File: config.mk
export PLATFORM = sky130hd
export DESIGN_NAME = indirect_reg_bridge
export DESIGN_NICKNAME = d
export VERILOG_FILES = /design/src/rtl/irb_pkg.sv /design/src/rtl/irb_xfer_fsm.sv /design/src/rtl/irb_irq_ctrl.sv /design/src/rtl/irb_host_regs.sv /design/src/rtl/indirect_reg_bridge.sv
export SDC_FILE = /design/constraint.sdc
export NUM_CORES = 1
export LEC_CHECK = 0
export BUFFER_PORTS_ARGS = -buffer_cell sky130_fd_sc_hd__buf_2
export CAP_MARGIN = 20
export CORE_MARGIN = 3
export CORE_UTILIZATION = 53
export CTS_CLUSTER_DIAMETER = 120
export DETAILED_ROUTE_END_ITERATION = 6
export PLACE_DENSITY = 0.8
export SLEW_MARGIN = 10
export SYNTH_ARGS = -nofsm -noshare
export SYNTH_HDL_FRONTEND = slang
export SYNTH_SLANG_ARGS = --single-unit
File: constraint.sdc
create_clock -name clk -period 2.05 [get_ports clk]
set_input_delay 0.41 -clock clk [delete_from_list [all_inputs] [get_ports clk]]
set_output_delay 0.41 -clock clk [all_outputs]
set_load 0.01 [all_outputs]
File: src/rtl/irb_pkg.sv
package irb_pkg;

  localparam int HADDR_W = 5;
  localparam int HDATA_W = 32;
  localparam int NUM_IRQ = 2;

  localparam logic [HADDR_W-1:0] OFS_ID    = 5'h00;
  localparam logic [HADDR_W-1:0] OFS_CMD   = 5'h04;
  localparam logic [HADDR_W-1:0] OFS_LDATA = 5'h08;
  localparam logic [HADDR_W-1:0] OFS_UDATA = 5'h0C;
  localparam logic [HADDR_W-1:0] OFS_IEN   = 5'h10;
  localparam logic [HADDR_W-1:0] OFS_IFLG  = 5'h14;

  localparam int CMD_BUSY   = 31;
  localparam int CMD_DIR    = 24;
  localparam int CMD_BEN_LO = 16;

  localparam int IRQ_XFER = 0;
  localparam int IRQ_SUB  = 1;

  typedef enum logic [1:0] {
    XS_IDLE = 2'd0,
    XS_REQ  = 2'd1,
    XS_WAIT = 2'd2
  } xfer_state_e;

  // Writable part of the command word: bits 25:16 plus the address field.
  function automatic logic [HDATA_W-1:0] cmd_wmask(input int addr_w);
    return (32'h0000_03FF << 16) | ((32'h1 << addr_w) - 32'h1);
  endfunction

  // Next flag value: write-one-to-clear, with set taking priority.
  function automatic logic [NUM_IRQ-1:0] flag_next(input logic [NUM_IRQ-1:0] cur,
                                                   input logic [NUM_IRQ-1:0] set,
                                                   input logic [NUM_IRQ-1:0] clr);
    return (cur & ~clr) | set;
  endfunction

  function automatic logic irq_any(input logic [NUM_IRQ-1:0] flg,
                                   input logic [NUM_IRQ-1:0] en);
    return |(flg & en);
  endfunction

endpackage

File: src/rtl/irb_xfer_fsm.sv
module irb_xfer_fsm
  import irb_pkg::*;
#(
  parameter int ADDR_W = 8,
  parameter int DATA_W = 8
) (
  input  logic              clk,
  input  logic              rst_n,
  input  logic              start,
  input  logic              start_write,
  input  logic [ADDR_W-1:0] start_addr,
  input  logic [DATA_W-1:0] start_wdata,
  output logic              be_req_valid,
  input  logic              be_req_ready,
  output logic              be_req_write,
  output logic [ADDR_W-1:0] be_req_addr,
  output logic [DATA_W-1:0] be_req_wdata,
  input  logic              be_rsp_valid,
  input  logic [DATA_W-1:0] be_rsp_rdata,
  output logic              busy,
  output logic              done,
  output logic              rd_capture,
  output logic [DATA_W-1:0] rd_data
);

  xfer_state_e       state_q;
  logic              write_q;
  logic [ADDR_W-1:0] addr_q;
  logic [DATA_W-1:0] wdata_q;

  always_ff @(posedge clk) begin
    if (!rst_n) begin
      state_q <= XS_IDLE;
      write_q <= 1'b0;
      addr_q  <= '0;
      wdata_q <= '0;
    end else begin
      case (state_q)
        XS_IDLE: if (start) begin
          state_q <= XS_REQ;
          write_q <= start_write;
          addr_q  <= start_addr;
          wdata_q <= start_wdata;
        end
        XS_REQ:  if (be_req_ready) state_q <= XS_WAIT;
        XS_WAIT: if (be_rsp_valid) state_q <= XS_IDLE;
        default: state_q <= XS_IDLE;
      endcase
    end
  end

  assign be_req_valid = (state_q == XS_REQ);
  assign be_req_write = write_q;
  assign be_req_addr  = addr_q;
  assign be_req_wdata = wdata_q;
  assign busy         = (state_q != XS_IDLE);
  assign done         = (state_q == XS_WAIT) && be_rsp_valid;
  assign rd_capture   = done && !write_q;
  assign rd_data      = be_rsp_rdata;

endmodule

File: src/rtl/irb_irq_ctrl.sv
module irb_irq_ctrl
  import irb_pkg::*;
(
  input  logic               clk,
  input  logic               rst_n,
  input  logic               ien_we,
  input  logic               flg_we,
  input  logic [NUM_IRQ-1:0] wbits,
  input  logic               xfer_done,
  input  logic               sub_event,
  output logic [NUM_IRQ-1:0] ien_q,
  output logic [NUM_IRQ-1:0] iflg_q,
  output logic               evt_rise,
  output logic               irq
);

  logic               sub_event_d;
  logic [NUM_IRQ-1:0] set_vec;
  logic [NUM_IRQ-1:0] clr_vec;

  assign evt_rise = sub_event && !sub_event_d;

  always_comb begin
    set_vec           = '0;
    set_vec[IRQ_XFER] = xfer_done;
    set_vec[IRQ_SUB]  = evt_rise;
    clr_vec           = flg_we ? wbits : '0;
  end

  always_ff @(posedge clk) begin
    if (!rst_n) begin
      sub_event_d <= 1'b0;
      ien_q       <= '0;
      iflg_q      <= '0;
    end else begin
      sub_event_d <= sub_event;
      if (ien_we) ien_q <= wbits;
      iflg_q <= flag_next(iflg_q, set_vec, clr_vec);
    end
  end

  assign irq = irq_any(iflg_q, ien_q);

endmodule

File: src/rtl/irb_host_regs.sv
module irb_host_regs
  import irb_pkg::*;
#(
  parameter int               ADDR_W   = 8,
  parameter int               DATA_W   = 8,
  parameter logic [HDATA_W-1:0] ID_VALUE = 32'h4952_4201
) (
  input  logic               clk,
  input  logic               rst_n,
  input  logic               host_sel,
  input  logic               host_wr,
  input  logic [HADDR_W-1:0] host_addr,
  input  logic [HDATA_W-1:0] host_wdata,
  output logic [HDATA_W-1:0] host_rdata,
  input  logic               busy,
  input  logic               rd_capture,
  input  logic [DATA_W-1:0]  rd_data,
  input  logic [NUM_IRQ-1:0] ien_q,
  input  logic [NUM_IRQ-1:0] iflg_q,
  output logic               start,
  output logic               start_write,
  output logic [ADDR_W-1:0]  start_addr,
  output logic [DATA_W-1:0]  start_wdata,
  output logic               ien_we,
  output logic               flg_we
);

  localparam logic [HDATA_W-1:0] CMD_MASK = cmd_wmask(ADDR_W);

  logic [HDATA_W-1:0] cmd_q;
  logic [DATA_W-1:0]  ldata_q;
  logic [HDATA_W-1:0] udata_q;
  logic               host_we;
  logic               cmd_we;
  logic               ldata_we;
  logic               udata_we;
  logic               go_write;
  logic               go_read;

  assign host_we  = host_sel && host_wr;
  assign cmd_we   = host_we && (host_addr == OFS_CMD)   && !busy;
  assign ldata_we = host_we && (host_addr == OFS_LDATA) && !busy;
  assign udata_we = host_we && (host_addr == OFS_UDATA);
  assign ien_we   = host_we && (host_addr == OFS_IEN);
  assign flg_we   = host_we && (host_addr == OFS_IFLG);

  assign go_write = ldata_we && cmd_q[CMD_BEN_LO] && !cmd_q[CMD_DIR];
  assign go_read  = cmd_we && host_wdata[CMD_BEN_LO] && host_wdata[CMD_DIR];

  assign start       = go_write || go_read;
  assign start_write = go_write;
  assign start_addr  = go_read ? host_wdata[ADDR_W-1:0] : cmd_q[ADDR_W-1:0];
  assign start_wdata = host_wdata[DATA_W-1:0];

  always_ff @(posedge clk) begin
    if (!rst_n) begin
      cmd_q   <= '0;
      ldata_q <= '0;
      udata_q <= '0;
    end else begin
      if (cmd_we)        cmd_q   <= host_wdata & CMD_MASK;
      if (ldata_we)      ldata_q <= host_wdata[DATA_W-1:0];
      else if (rd_capture) ldata_q <= rd_data;
      if (udata_we)      udata_q <= host_wdata;
    end
  end

  always_comb begin
    host_rdata = '0;
    if (host_sel && !host_wr) begin
      case (host_addr)
        OFS_ID:    host_rdata = ID_VALUE;
        OFS_CMD:   host_rdata = {busy, cmd_q[HDATA_W-2:0]};
        OFS_LDATA: host_rdata = {{(HDATA_W-DATA_W){1'b0}}, ldata_q};
        OFS_UDATA: host_rdata = udata_q;
        OFS_IEN:   host_rdata = {{(HDATA_W-NUM_IRQ){1'b0}}, ien_q};
        OFS_IFLG:  host_rdata = {{(HDATA_W-NUM_IRQ){1'b0}}, iflg_q};
        default:   host_rdata = '0;
      endcase
    end
  end

endmodule

File: src/rtl/indirect_reg_bridge.sv
module indirect_reg_bridge
  import irb_pkg::*;
#(
  parameter int               ADDR_W   = 8,
  parameter int               DATA_W   = 8,
  parameter logic [31:0]      ID_VALUE = 32'h4952_4201
) (
  input  logic              clk,
  input  logic              rst_n,
  input  logic              host_sel,
  input  logic              host_wr,
  input  logic [4:0]        host_addr,
  input  logic [31:0]       host_wdata,
  output logic [31:0]       host_rdata,
  output logic              be_req_valid,
  input  logic              be_req_ready,
  output logic              be_req_write,
  output logic [ADDR_W-1:0] be_req_addr,
  output logic [DATA_W-1:0] be_req_wdata,
  input  logic              be_rsp_valid,
  input  logic [DATA_W-1:0] be_rsp_rdata,
  input  logic              sub_event,
  output logic              irq
);

  logic               xfer_busy;
  logic               xfer_done;
  logic               rd_capture;
  logic [DATA_W-1:0]  rd_data;
  logic               start;
  logic               start_write;
  logic [ADDR_W-1:0]  start_addr;
  logic [DATA_W-1:0]  start_wdata;
  logic               ien_we;
  logic               flg_we;
  logic [NUM_IRQ-1:0] ien_q;
  logic [NUM_IRQ-1:0] iflg_q;
  logic               evt_rise;

  irb_host_regs #(.ADDR_W(ADDR_W), .DATA_W(DATA_W), .ID_VALUE(ID_VALUE)) u_regs (
    .clk(clk), .rst_n(rst_n),
    .host_sel(host_sel), .host_wr(host_wr), .host_addr(host_addr),
    .host_wdata(host_wdata), .host_rdata(host_rdata),
    .busy(xfer_busy), .rd_capture(rd_capture), .rd_data(rd_data),
    .ien_q(ien_q), .iflg_q(iflg_q),
    .start(start), .start_write(start_write), .start_addr(start_addr),
    .start_wdata(start_wdata), .ien_we(ien_we), .flg_we(flg_we)
  );

  irb_xfer_fsm #(.ADDR_W(ADDR_W), .DATA_W(DATA_W)) u_xfer (
    .clk(clk), .rst_n(rst_n),
    .start(start), .start_write(start_write), .start_addr(start_addr),
    .start_wdata(start_wdata),
    .be_req_valid(be_req_valid), .be_req_ready(be_req_ready),
    .be_req_write(be_req_write), .be_req_addr(be_req_addr),
    .be_req_wdata(be_req_wdata), .be_rsp_valid(be_rsp_valid),
    .be_rsp_rdata(be_rsp_rdata),
    .busy(xfer_busy), .done(xfer_done), .rd_capture(rd_capture), .rd_data(rd_data)
  );

  irb_irq_ctrl u_irq (
    .clk(clk), .rst_n(rst_n),
    .ien_we(ien_we), .flg_we(flg_we), .wbits(host_wdata[NUM_IRQ-1:0]),
    .xfer_done(xfer_done), .sub_event(sub_event),
    .ien_q(ien_q), .iflg_q(iflg_q), .evt_rise(evt_rise), .irq(irq)
  );

endmodule

==> results of run 1 <==
-- cells in the mapped netlist (all sizes together) --
cell and count:
or3b 1, and4bb 1, o221ai 8, nand4 10, nand2b 2, a21boi 43, buf 17, a22oi 14
o22ai 1, nor2 11, mux2 1, and2 11, nand3b 2, dfxtp 82, nor3 3, a21o 1
or3 1, nor3b 2, nand4b 1, a21oi 25, a2111oi 1, o21ai 16, a311oi 1, nor4 2
nand2 120, and4 1, nand3 12, inv 4, clkbuf 15, a32oi 1, mux2i 36, a22o 1
o21a 1, nor2b 16
-- routing by layer --
layer / share of wire [%] / vias up / global-route usage [%] / routed length (um)
met5: 0 / - / 0 / 0
met4: 2.2 / 0 / 9.80 / 238
met3: 6.5 / 25 / 3.65 / 717
met2: 50 / 165 / 43.6 / 5490
met1: 41 / 1879 / 32.7 / 4570
li1: - / 1848 / - / -
-- registers in the layout, indices dropped and copies added (netlist names) --
signal and count:
u_irq.ien_q 2, u_irq.iflg_q 2, u_irq.sub_event_d 1, u_regs.cmd_q 18, u_regs.ldata_q 8, u_regs.udata_q 32
u_xfer.be_req_addr 8, u_xfer.be_req_wdata 8, u_xfer.be_req_write 1, u_xfer.state_q 2
-- worst max path at each step --
stage / to / slack [ps] / depth (start not counted)
5_1_grt: host_rdata[2] / -180 / 8
3_5_place_dp: host_rdata[2] / -160 / 8
2_1_floorplan: host_rdata[4] / 100 / 6
6_report: host_rdata[2] / -140 / 8
3_3_place_gp: host_rdata[2] / -140 / 8
4_1_cts: host_rdata[8] / -100 / 7
-- cells by family (layout without fill, tap and decap cells) --
group / Yosys count / count (layout)
simple gates: 196 / 196
flops: 82 / 82
mux: 37 / 37
compound gates: 113 / 113
buf+inv: 36 / 161
-- area by class of cell --
type	count	area [um2]
Multi-Input combinational cell	346	2210
Clock inverter	3	90.1
Timing Repair Buffer	143	967
Sequential cell	82	1640
Fill cell	479	1770
Tap cell	96	120
Clock buffer	11	131
Inverter	4	15.0
-- critical path: cells and delay by family --
family / cells / cell delay, ps
and+or+nand+nor: 2 / 560
buffers and inverters: 4 / 560
AOI/OAI and AO/OA: 2 / 250
-- metrics by stage --
step / setup WS (ps) / hold slack (ps) / cells / util, %
after floorplan: 98.7 / 430 / 464 / -
after global placement: -138 / 437 / 669 / 67.9
after detailed placement: -159 / 441 / 669 / 67.9
after CTS: -101 / 291 / 685 / 72.8
after global routing: -183 / 293 / 685 / 74.5
final: -140 / 299 / 685 / 74.5
-- power by group through the flow --
stage | Combinational, mW | Clock [mW] | Sequential, mW
floorplan | 0.0983 | 0 | 1.64
global placement | 0.215 | 0 | 1.64
detailed placement | 0.219 | 0 | 1.64
CTS | 0.232 | 1.35 | 1.60
global route | 0.258 | 1.42 | 1.61
finish | 0.240 | 1.34 | 1.60
-- timing repair --
| item | CTS | global route |
|---|---|---|
| setup buffers | 1 | 0 |
| pin swaps | 18 | 6 |
| endpoints found under the setup margin | 32 | 32 |
| gates cloned | 1 | 0 |
| endpoints found under the hold margin | 0 | 0 |
| resized for setup | 25 | 30 |
==> impl_metrics.ini, run 1 <==
[floorplanning]
rows = 30
die_y_um = 91.6
core_um2 = 6940
pin_count = 103
fp.dieW_um = 91.6
die_area_um2 = 8390
initial_core_util_pct = 55.9

[final_layout]
layout_common_cells = nand2_1, buf_2, dfxtp_1, mux2i_1, a21boi_1
final_nets = 638
antennaDiodeCount = 0
area_delta_synth_final_pct = 33.2
final_area_um2 = 5170
drive_gt1_share_pct = 32.9
final_common_cell = nand2_1

[synth]
syn_inst = 464
yosys.area_share.adder_pct = 0
yosysTopAreaCell = dfxtp_1
netlist_area_um2 = 3880
netlist_top_cells_area = dfxtp_1, nand2_1, mux2i_1
synth_top_area_share_pct = 42.3
ys_seq_elements = 82
synth_top_family_by_area = simple AND/OR/NAND/NOR gates
synth_cell_type_count = 42
yosysSeqAreaShare_pct = 42.3
synth_compound_area_share_pct = 19.6
avgSynthCellArea_um2 = 8.37
yosys.area_share.simple_pct = 24.6
yosysWarningCount = 0
synthMuxAreaShare_pct = 9.57
syn-num-nets = 516
synthXorXnorAreaFrac_pct = 0

[power]
netSwitchingPower_mw = 0.679
vdd_ir_drop_max_mv = 0.425
p_int_mw = 2.50
leakage_nw = 2.06
seqPwrFrac_pct = 50.4
comb_power_share_pct = 7.5
power_density_nw_per_um2 = 616
clkPwrFrac_pct = 42.1
swShare_pct = 21.3
finalPower_mw = 3.18

[cts]
hold_buffers = 0
clk_pin_slew_ps = 80
cts_root_buf = clkbuf_8
numCtsBuffers = 9
h-tree-depth = 3
tritoncts = yes
worstSkewPairLatency_ps = 340
cts_buffer_depth = 2
cts_sinks = 82

[hold_path]
min_path_cells = 3
hold_path_end = u_regs.udata_q[26]
worstHoldStart = host_wdata[26]
hold_path.class = input pin to flip-flop

[worst_setup_path]
ff2ff_path_depth = 5
critical_path.startpoint = host_addr[0]
worst-endpoint-arrival_ps = 1780
crit_required_ps = 1640
crit_path_top_delay_cell = or3b_4
setup.worst_path.class = input pin to output pin
end_kind = output pin
r2r-end = u_regs.ldata_q[1]
critPathMostFrequentCell = buf_6
worstPathCellList = buf_6 > or3b_4 > buf_6 > nor3_4 > buf_6 > a22oi_2 > a21oi_2 > buf_2
startpoint_type = input pin
cp_max_fo = 7
r2r_start = u_xfer.state_q[1]
critPathMaxStageDelay_ps = 430
ff2ff_setup_slack_ps = 510

[sta]
slew_headroom_pct = 77.9
slew_violations = 0
min_period_over_period_pct = 107
tightest_slew_ps = 331
setup_tns_ps = -2040
worst_slack_ps = -140
setup_violations = 31
fin_crit_ps = 2190
skew_ps = 7.65
rsz0062_at_grt = yes
fmax_mhz = 457
hold_viol_final = 0

[outcome]
status = finished, violations left
failed_checks = negative setup slack

[grt]
grt_pass1_vias = 3724
grt_usage_pct = 25.6
grt_overflow = 0
antenna_found_initial = 0
grt_pass1_wl_um = 17400
grt_max_degree = 59

[placed_design]
hpwlAfterDp_um = 7520
gp_congestion = 0.903
io_buffers = 102
placed_area_um2 = 4710

[route]
wire_per_inst_um = 16.1
drt_iter0_drc = 232
dr_total_vias = 3917
drc = 0
drtPass1Iterations = 5
antenna_left = 0
via_per_inst = 5.72
drt_wl_total_um = 11000

[run]
max_cap_violations = 0
Note: power is estimated with default switching activity, not from simulation.
==> run 2, diff against run 1 <==
Settings changed: CORE_ASPECT_RATIO set to 0.75, CORE_UTILIZATION 53 to 50, PLACE_DENSITY 0.8 to 0.82.
==> impl_metrics.ini, run 2 (synthesis gave the netlist of run 1 again) <==
[floorplanning]
rows = 27
die_area_um2 = 8870
initial_core_util_pct = 52.2
fp.dieW_um = 108
pin_count = 103
die_y_um = 82.3
core_um2 = 7430

[sta]
setup_violations = 28
fmax_mhz = 466
rsz0062_at_grt = yes
hold_viol_final = 0
tightest_slew_ps = 369
min_period_over_period_pct = 105
worst_slack_ps = -96.2
skew_ps = 12.3
slew_violations = 0
slew_headroom_pct = 75.1
fin_crit_ps = 2150

[final_layout]
area_delta_synth_final_pct = 39.6
fin_util_pct = 72.9
final_nets = 646
drive_gt1_share_pct = 37.6
nFillCells = 541
largest_reg_flops = 32
final_common_cell = nand2_1
antennaDiodeCount = 0
layout_common_cells = nand2_1, buf_2, dfxtp_1, mux2i_1, buf_4
regMostFlops = u_regs.udata_q
top_regs = u_regs.udata_q: 32 flops, u_regs.cmd_q: 18 flops

[cts]
worstSkewPairLatency_ps = 350
clk_pin_slew_ps = 80
cts_sinks = 82
numCtsBuffers = 9
tritoncts = yes
cts_buffer_depth = 2
cts_root_buf = clkbuf_8
hold_buffers = 0
h-tree-depth = 3

[outcome]
failed_checks = negative setup slack
status = finished, violations left

[worst_setup_path]
ff2ff_path_depth = 5
end_kind = output pin
r2r-end = u_xfer.be_req_addr[3]
worstPathCellList = buf_8 > or3b_4 > nor3_4 > buf_6 > a22oi_2 > a21oi_2 > buf_2
r2r_start = u_xfer.state_q[1]
cp_max_fo = 6
worstSetupEndpoint = host_rdata[6]
startpoint_type = input pin
critPathMaxStageDelay_ps = 450
ff2ff_setup_slack_ps = 300
worst-endpoint-arrival_ps = 1740
critical_path.startpoint = host_addr[0]
crit_required_ps = 1640
crit_path_top_delay_cell = or3b_4
setup.worst_path.class = input pin to output pin

[power]
vdd_ir_drop_max_mv = 0.408
finalPower_mw = 3.29
leakage_nw = 2.21
power_density_nw_per_um2 = 607

[placed_design]
gp_congestion = 0.927
hpwlAfterDp_um = 7780
io_buffers = 102

[grt]
antenna_found_initial = 0
grt_usage_pct = 26.0
grt_max_degree = 33
grt_pass1_vias = 3637
grt_pass1_wl_um = 18300
grt_overflow = 0

[route]
wire_per_inst_um = 17.0
dr_total_vias = 3902
antenna_left = 0
drt_iter0_drc = 251
via_per_inst = 5.57
drt_wl_total_um = 11900
drtPass1Iterations = 4
drc = 0

[hold_path]
hold_path.class = input pin to flip-flop

[run]
max_cap_violations = 0
-- run 2: changes by cell type in the layout (fill, tap and decap cells not counted), moves of 2 or more --
cell,before,now
clkinv_4,0,2
buf_6,17,19
a22oi_1,10,0
buf_4,30,35
a22oi_2,4,14
nand2_4,0,5
nor2_1,9,7
nor2_4,1,3
buf_8,1,3
nand2_1,117,112
-- run 2: worst min path at each step --
stage,end,start,cells after the start,slack (ps)
floorplan,u_regs.udata_q[10],u_regs.udata_q[10],2,430
global placement,u_regs.udata_q[28],u_regs.udata_q[28],2,440
detailed placement,u_regs.udata_q[29],u_regs.udata_q[29],2,440
CTS,u_irq.sub_event_d,sub_event,2,270
global route,u_irq.sub_event_d,sub_event,2,280
finish,u_irq.sub_event_d,sub_event,2,280
-- run 2: critical path: cells and delay by family --
family | cells | cell delay [ps]
AO/OA/AOI/OAI | 2 | 230
buffers and inverters | 3 | 410
AND/OR/NAND/NOR | 2 | 680
-- run 2: power breakdown --
group          internal, mW  total (mW)  switching, mW
combinational         0.120       0.264          0.144
clock                 0.814        1.42          0.609
sequential             1.60        1.60        0.00540
total                  2.53        3.29          0.759
-- run 2: stage by stage --
stage | instances | hold WS (ps) | setup TNS, ps | setup slack [ps] | instance area [um2]
final | 700 | 281 | -1750 | -96.2 | 5420
after CTS | 692 | 267 | -489 | -80.0 | 5180
after floorplan | 464 | 430 | 0 | 98.7 | 3880
after detailed placement | 673 | 442 | -1840 | -155 | 4690
after global routing | 700 | 281 | -2950 | -146 | 5420
after global placement | 673 | 436 | -1530 | -175 | 4690
-- run 2: cell type report --
class	count	area, um2	share of cell area (%)
inverters	4	15.0	0.277
clock buffers	10	128	2.35
clock inverters	6	115	2.12
multi-input cells	346	2360	43.5
well taps	101	126	2.33
flip-flops and latches	82	1640	30.3
repair buffers	151	1040	19.1
-- run 2: repair_timing --
action	CTS	global route
gates resized for setup	51	44
endpoints found under the setup margin	30	30
buffers inserted	2	8
pin swaps	28	35
gates cloned	2	0
-- run 2: per-layer routing --
layer  vias up  part of all wire [%]  GRT usage, %
met5         -                     0             0
met4         0                   1.4          7.57
met3        16                   7.5          6.29
met2       149                    47          41.3
met1      1865                    44          35.5
li1       1872                     -             -
==> run 3, diff against run 2 <==
Settings changed: CAP_MARGIN 20 to 0, RECOVER_POWER set to 100.
==> impl_metrics.ini, run 3 (synthesis gave the netlist of run 1 again) <==
[worst_setup_path]
ff2ff_setup_slack_ps = 280
ff2ff_path_depth = 5
worst-endpoint-arrival_ps = 1730
startpoint_type = input pin
r2r_start = u_xfer.state_q[1]
worstSetupEndpoint = host_rdata[18]
setup.worst_path.class = input pin to output pin
end_kind = output pin
crit_required_ps = 1640
critical_path.startpoint = host_addr[3]
r2r-end = u_xfer.be_req_addr[3]
cp_max_fo = 6

[cts]
h-tree-depth = 3
hold_buffers = 0
cts_buffer_depth = 2
worstSkewPairLatency_ps = 350
tritoncts = yes
cts_root_buf = clkbuf_8
clk_pin_slew_ps = 80
cts_sinks = 82
numCtsBuffers = 9

[route]
via_per_inst = 5.62
antenna_left = 0
drc = 0
dr_total_vias = 3936
drtPass1Iterations = 5
drt_wl_total_um = 11900
wire_per_inst_um = 17.0
drt_iter0_drc = 258

[floorplanning]
die_y_um = 82.3
core_um2 = 7430
rows = 27
die_area_um2 = 8870
initial_core_util_pct = 52.2
fp.dieW_um = 108
pin_count = 103

[sta]
hold_viol_final = 0
min_period_over_period_pct = 105
skew_ps = 10.6
slew_violations = 0
fin_crit_ps = 2140
slew_headroom_pct = 42.5
worst_slack_ps = -92.4
setup_violations = 28
rsz0062_at_grt = yes
finalHoldWorstSlack_ps = 281
fmax_mhz = 467
tightest_slew_ps = 862

[final_layout]
largest_reg_flops = 32
layout.cells.non_filler = 700
nFillCells = 559
multiInputGateArea_um2 = 2350
antennaDiodeCount = 0
drive_gt1_share_pct = 33.9
ff_latch_area_um2 = 1640
top_regs = u_regs.udata_q: 32 flops, u_regs.cmd_q: 18 flops
area_delta_synth_final_pct = 38.2
final_nets = 646
layout_common_cells = nand2_1, dfxtp_1, buf_2, mux2i_1, buf_4
final_common_cell = nand2_1
regMostFlops = u_regs.udata_q

[power]
vdd_ir_drop_max_mv = 0.409
leakage_nw = 2.11
power_density_nw_per_um2 = 612

[grt]
grt_max_degree = 33
grt_pass1_vias = 3637
grt_pass1_wl_um = 18300
antenna_found_initial = 0
grt_overflow = 0
grt_usage_pct = 26.0

[run]
max_cap_violations = 0

[hold_path]
hold_path.class = input pin to flip-flop
min_path_cells = 2

[placed_design]
gp_congestion = 0.927
place_inst = 673
hpwlAfterDp_um = 7780
io_buffers = 102

[outcome]
failed_checks = negative setup slack
status = finished, violations left
[run 3: through the flow]
stage                     utilization [%]  setup slack (ps)  area [um2]  total power, mW  setup TNS [ps]
after CTS                            69.7             -80.0        5180             3.28            -489
after global placement               63.1              -175        4690             1.86           -1530
after detailed placement             63.1              -155        4690             1.86           -1840
after floorplan                         -              98.7        3880             1.74               0
final                                72.2             -92.4        5370             3.28           -1710
after global routing                 72.2              -146        5370             3.38           -2950
[run 3: how the worst min path moves through the flow]
stage | startpoint | end | slack [ps]
6_report | sub_event | u_irq.sub_event_d | 280
5_1_grt | sub_event | u_irq.sub_event_d | 280
4_1_cts | sub_event | u_irq.sub_event_d | 270
3_5_place_dp | u_regs.udata_q[29] | u_regs.udata_q[29] | 440
3_3_place_gp | u_regs.udata_q[28] | u_regs.udata_q[28] | 440
2_1_floorplan | u_regs.udata_q[10] | u_regs.udata_q[10] | 430
[run 3: routing by layer]
metal | global-route usage (%) | wire (um) | up-vias
li1 | - | - | 1872
met1 | 35.5 | 5130 | 1879
met2 | 41.3 | 5660 | 162
met3 | 6.29 | 910 | 23
met4 | 7.57 | 169 | 0
met5 | 0 | 0 | -
[run 3: layout make-up]
| type | count | share of cell area [%] |
|---|---|---|
| well taps | 101 | 2.35 |
| clock buffers | 10 | 2.38 |
| flip-flops and latches | 82 | 30.6 |
| multi-input cells | 346 | 43.8 |
| inverters | 4 | 0.280 |
| repair buffers | 151 | 18.4 |
| clock inverters | 6 | 2.15 |
[run 3: critical path, stage by stage]
cell	delay [ps]
buf_8	100
or3_4	410
nor2_4	210
buf_8	180
buf_6	130
a22oi_2	50
nor2_1	100
buf_2	140
[run 3: report_power, final]
part	switching (mW)	internal, mW
sequential	0.00541	1.60
clock	0.605	0.814
combinational	0.143	0.117
[run 3: repair_timing]
item / CTS / global route
setup buffers: 2 / 8
resized for setup: 51 / 44
endpoints found under the setup margin: 30 / 30
pin swaps: 28 / 35
cloned: 2 / 0
